===== src/rtl/mdd_pkg.sv =====
package mdd_pkg;
  localparam int unsigned NPATH = 2;
  typedef logic [NPATH-1:0] path_vec_t;
endpackage


===== src/rtl/mdd_cmp_path.sv =====
module mdd_cmp_path #(
  parameter int unsigned WIDTH = 8
) (
  input  logic [WIDTH-1:0] x_i,
  input  logic [WIDTH-1:0] y_i,
  input  logic             stuck_i,
  output logic             agree_o
);
  logic [WIDTH-1:0] bit_eq;

  assign bit_eq  = ~(x_i ^ y_i);
  assign agree_o = (&bit_eq) & ~stuck_i;
endmodule


===== src/rtl/mdd_bus_resolve.sv =====
module mdd_bus_resolve #(
  parameter int unsigned NDRV = 2
) (
  input  logic [NDRV-1:0] en_i,
  input  logic [NDRV-1:0] val_i,
  output logic            res_o
);
  logic any_en;
  logic no_low;

  // wired-AND over enabled drivers; pull-down when nobody drives
  assign any_en = |en_i;
  assign no_low = &(val_i | ~en_i);
  assign res_o  = any_en & no_low;

  always_comb begin
    if (en_i == '0) p_pull_down_r6: assert (res_o == 1'b0);
    if ((en_i & ~val_i) != '0) p_low_wins_r4: assert (res_o == 1'b0);
  end
endmodule


===== src/rtl/mdd_detector.sv =====
module mdd_detector
  import mdd_pkg::*;
#(
  parameter int unsigned WIDTH = 8
) (
  input  logic             clk_i,
  input  logic             rst_ni,
  input  logic [WIDTH-1:0] fn_a_i,
  input  logic [WIDTH-1:0] fn_b_i,
  input  logic             stuck_a_i,
  input  logic             stuck_b_i,
  output logic             match_o,
  output logic             disc_pulse_o
);
  path_vec_t stuck;
  path_vec_t agree;
  path_vec_t drv_en;
  path_vec_t drv_val;
  logic      bus_match;
  logic      match_q;
  logic      pulse_q;

  assign stuck = {stuck_b_i, stuck_a_i};

  for (genvar p = 0; p < NPATH; p++) begin : g_path
    localparam int unsigned OTHER = (p + 1) % NPATH;
    mdd_cmp_path #(.WIDTH(WIDTH)) u_path (
      .x_i     (fn_a_i),
      .y_i     (fn_b_i),
      .stuck_i (stuck[p]),
      .agree_o (agree[p])
    );
    // mirror: own verdict gates the driver, partner verdict is driven
    assign drv_en[p]  = agree[p];
    assign drv_val[p] = agree[OTHER];
  end

  mdd_bus_resolve #(.NDRV(NPATH)) u_bus (
    .en_i  (drv_en),
    .val_i (drv_val),
    .res_o (bus_match)
  );

  always_ff @(posedge clk_i or negedge rst_ni) begin
    if (!rst_ni) begin
      match_q <= 1'b0;
      pulse_q <= 1'b0;
    end else begin
      match_q <= bus_match;
      pulse_q <= match_q & ~bus_match;
    end
  end

  assign match_o      = match_q;
  assign disc_pulse_o = pulse_q;

  p_agree_r2: assert property (@(posedge clk_i) disable iff (!rst_ni)
    (fn_a_i == fn_b_i && !stuck_a_i && !stuck_b_i) |=> match_o);
  p_differ_r3: assert property (@(posedge clk_i) disable iff (!rst_ni)
    (fn_a_i != fn_b_i) |=> !match_o);
  p_stuck_a_r4: assert property (@(posedge clk_i) disable iff (!rst_ni)
    stuck_a_i |=> !match_o);
  p_stuck_b_r5: assert property (@(posedge clk_i) disable iff (!rst_ni)
    stuck_b_i |=> !match_o);
  p_pulse_fall_r7: assert property (@(posedge clk_i) disable iff (!rst_ni)
    disc_pulse_o |-> (!match_o && $past(match_o)));
  p_fall_pulse_r7: assert property (@(posedge clk_i) disable iff (!rst_ni)
    $fell(match_o) |-> disc_pulse_o);
endmodule


===== config.mk =====
export PLATFORM = sky130hd
export DESIGN_NAME = mdd_detector
export DESIGN_NICKNAME = d
export VERILOG_FILES = /design/src/rtl/mdd_pkg.sv /design/src/rtl/mdd_cmp_path.sv /design/src/rtl/mdd_bus_resolve.sv /design/src/rtl/mdd_detector.sv
export SDC_FILE = /design/constraint.sdc
export NUM_CORES = 1
export LEC_CHECK = 0
export BUFFER_PORTS_ARGS = -buffer_cell sky130_fd_sc_hd__buf_4
export CAP_MARGIN = 20
export CORE_AREA = 2 2 39 41
export DETAILED_ROUTE_END_ITERATION = 10
export DIE_AREA = 0 0 41 43
export PLACE_DENSITY_LB_ADDON = 0.1
export SLEW_MARGIN = 25
export SYNTH_ARGS = -nofsm -noshare
export SYNTH_HDL_FRONTEND = slang
export SYNTH_SLANG_ARGS = --single-unit

===== constraint.sdc =====
create_clock -name clk_i -period 1.35 [get_ports clk_i]
set_input_delay 0.3375 -clock clk_i [delete_from_list [all_inputs] [get_ports clk_i]]
set_output_delay 0.3375 -clock clk_i [all_outputs]
set_load 0.1 [all_outputs]

# Word level (Yosys, flattened, before mapping)
# Index checks and enable logic that the tools add are counted.
# word_totals
elab_cells	16
in_bits	20
reg_bits	2
# op_classes
bitwise	11
n_reduce_logical	3
# ops
op	n
8-bit NOT	1
8-bit AND reduction	1
8-bit XOR	1
1-bit bitwise AND	4
1-bit NOT	3
2-bit NOT	1
2-bit bitwise OR	1
2-bit AND reduction	1
2-bit OR reduction	1

# Logic depth before layout (Yosys ltp)
# depth
depth_word	10
ltp_mapped	3
mapped_depth_nobuf	3

# By module
# A second synthesis with hierarchy kept.
# hier_totals
cells_unflattened	28
hier_area_um2	270.3
# by_module_without_submodules
module	cells_each	n_inst	seq_area_each_um2	area_per_inst_um2
mdd_cmp_path	11	2	0.0	93.8
mdd_detector	3	1	50.0	63.8
mdd_bus_resolve	3	1	0.0	18.8

# Worst setup path before layout
# OpenSTA, ideal clock, no wires.
# synth_path
kind	reg2out
startpoint	register match_q, in the netlist match_o
endpoint	output match_o
slack_ns	0.115
arrival_time_ns	0.898
path_stages_with_launch	1
t_required_ns	1.013
path_cell_list	dfrtp_1
# synth_lines
element	line_no	text
from (decl)	mdd_detector.sv:20	logic match_q;
from (signal assigned)	mdd_detector.sv:49	match_q <= bus_match;
to (decl)	mdd_detector.sv:12	output logic match_o,
# No word-level cell between the ends.

# Worst setup path after layout
# layout_path
startpoint	register match_q, in the netlist match_o
endpoint	output match_o
# No word-level cell between the ends.

==> metrics.md <==
| Metric | Value |
|---|---|
| Remaining Overflow, GRT | 0 |
| ANT nets after route | 0 |
| Max-cap violations | 0 |
| Worst path slowest cell | dfrtp_1 |
| Ant diodes | 0 |
| Mapped Area | 151 um2 |
| Pleak | 0.000172 uW |
| Hold Path Stages | 3 |
| Largest stage delay, worst path | 0.34 ns |
| Switching power | 56.0 uW |
| Final setup viols | 0 |
| Peak VDD IR | 0.261 mV |
| Initial antenna violation count | 0 |
| Logic pwr share | 0.281 |
| First-pass GRT wire length | 765 um |
| First drt pass iteration count | 1 |
| Fmax achieved | 0.836 GHz |
| Core area | 0.00138 mm2 |
| Largest net degree at the start of global routing | 3 |
| Crit path cell chain | buf_4 |
| FF+latch count, synth | 2 |
| Wirelength, routed | 483 um |
| CTS sink count | 2 |
| Io pins | 22 |
| Via Count | 203 |
| Reg power frac | 0.226 |
| Fin crit share | 0.886 |
| Multi-input logic area | 101 um2 |
| Worst Reg-to-Reg Cells | 1 |
| Slew Viols, Final | 0 |
| Setup Crit Path Kind | flip-flop to output port |
| Int Pwr | 212 uW |
| DRC | 0 |
| Final Net Count | 62 |
| Die Y | 43 um |
| Syn Area/Cell | 10.1 um2 |
| Startpoint class of the critical path | flip-flop |
| Fin crit period | 1.20 ns |
| WL/cell | 8.63 um |
| # Post-CTS Setup Buffers | 0 |
| Core Rows | 14 |
| Initial drt markers | 0 |
| Data arrival time of the critical path | 0.86 ns |
| Total track usage | 0.0701 |
| Total die area | 0.00176 mm2 |
| Routability cong. | 0.581 |
| Clk pwr share | 0.493 |
| Critical Path Fanout Max | 2 |
| Unrepaired setup endpoints after global routing | false |
| Fill count | 154 |
| Hold WS | 0.387 ns |
| Final non-filler cell total | 56 |
| Power per standard cell area | 741 mW/mm2 |
| H-tree depth | 1 |
| Critical path depth in cells | 1 |
| Min-delay worst type | input pin to flip-flop |
| Placed cell areas | 329 um2 |
| Reg area | 50.0 um2 |
| Clk root buf | clkbuf_4 |
| Cell family with most CP delay | flip-flops |
| CTS tree | yes |
| Design area | 362 um2 |
| Yosys cell types | 8 |
| CTS max path bufs | 2 |
| Yosys warnings | 0 |
| # port buffers | 21 |
| Via density | 3.63 |
| Seq/Total Area, Yosys | 0.331 |
| Status | complete, no violations |
| Share of cells above drive strength 1 | 0.600 |
| Buf/Inv on CP | 1 |
| Switching share of total power | 0.209 |
| Initial core utilization | 0.109 |
| Die Wd | 41 um |
| Cells after Synth | 15 |
| Clk_lat worst skew | 0.22 ns |
| CP required | 1.01 ns |
| Clock Skew | 0.000620 ns |
| Worst-margin pin slew | 0.279 ns |
| Setup TNS | 0 ns |
| Relative slew slack | 0.816 |
| Hold violation total from the final report | 0 |
| DP Cell Count | 52 |
| Worst-path clk slew | 0.03 ns |
| CTS Buf Count | 3 |
| Vias in the first global route | 215 |
| Commonest non-fill, non-tap cell in the layout | buf_4 |
| Most frequent cells in the layout | 21 x buf_4, 7 x xnor2_1, 3 x clkbuf_4 |
| Syn-to-layout area delta | 139% |
| Worst setup EP type | output port |
| Mapped Nets | 35 |
## area by class of cell
type                            count  share of cell area
Timing Repair Buffer               22               0.464
Clock buffer                        3              0.0623
Multi-Input combinational cell     13               0.280
Tap cell                           16              0.0554
Sequential cell                     2               0.138
## routing by layer
layer	vias up	wire length, um	global-route usage	part of all wire
met5	-	0	0	0
met4	0	11	0.0600	0.023
met3	2	63	0.0576	0.13
met2	12	265	0.113	0.55
met1	86	142	0.0446	0.29
li1	103	-	-	-
## flip-flops by register name (all words and copies together), names as in the netlist
name and flops:
disc_pulse_o 1, match_o 1
## logic make-up after synthesis
kind of cell     after synthesis  synth area share
XOR/XNOR                       8             0.463
AND/OR/NAND/NOR                4             0.149
flip-flops                     2             0.331
AO/OA/AOI/OAI                  1            0.0579
## per-stage QoR
step | utilization | setup WS, ns | power [uW]
floorplan | - | 0.115 | 86.2
global placement | 0.238 | 0.0215 | 133
detailed placement | 0.238 | 0.0153 | 136
CTS | 0.261 | 0.137 | 279
global route | 0.261 | 0.114 | 290
finish | 0.261 | 0.154 | 268
## timing repair
action                    4_1_cts  5_1_grt
hold buffers                    1        0
resized for setup               0        0
hold endpoints to repair        2        0
## synth_stat cells
| cell type | instances | area share |
|---|---|---|
| o31a_1 | 1 | 0.058 |
| nand4_1 | 1 | 0.041 |
| nand3_1 | 1 | 0.033 |
| xnor2_1 | 7 | 0.40 |
| nor3_1 | 1 | 0.033 |
| dfrtp_1 | 2 | 0.33 |
| xor2_1 | 1 | 0.058 |
| or3_1 | 1 | 0.041 |
## power by group through the flow
stage / clock (uW) / combinational, uW / sequential (uW)
5_1_grt: 147 / 82.3 / 60.5
2_1_floorplan: 0 / 24.2 / 62.0
3_5_place_dp: 0 / 74.5 / 61.2
4_1_cts: 142 / 76.9 / 60.6
3_3_place_gp: 0 / 71.7 / 61.2
6_report: 132 / 75.2 / 60.6
## worst paths after layout
kind,to,slack (ns),start
min in group asynchronous,match_o,0.44,rst_ni
setup reg to reg,disc_pulse_o,0.76,match_o
hold / removal,match_o,0.39,stuck_a_i
max in group asynchronous,disc_pulse_o,0.83,rst_ni
setup / recovery,match_o,0.15,match_o
hold reg to reg,disc_pulse_o,0.51,match_o
Note: power is estimated with default switching activity, not from simulation.
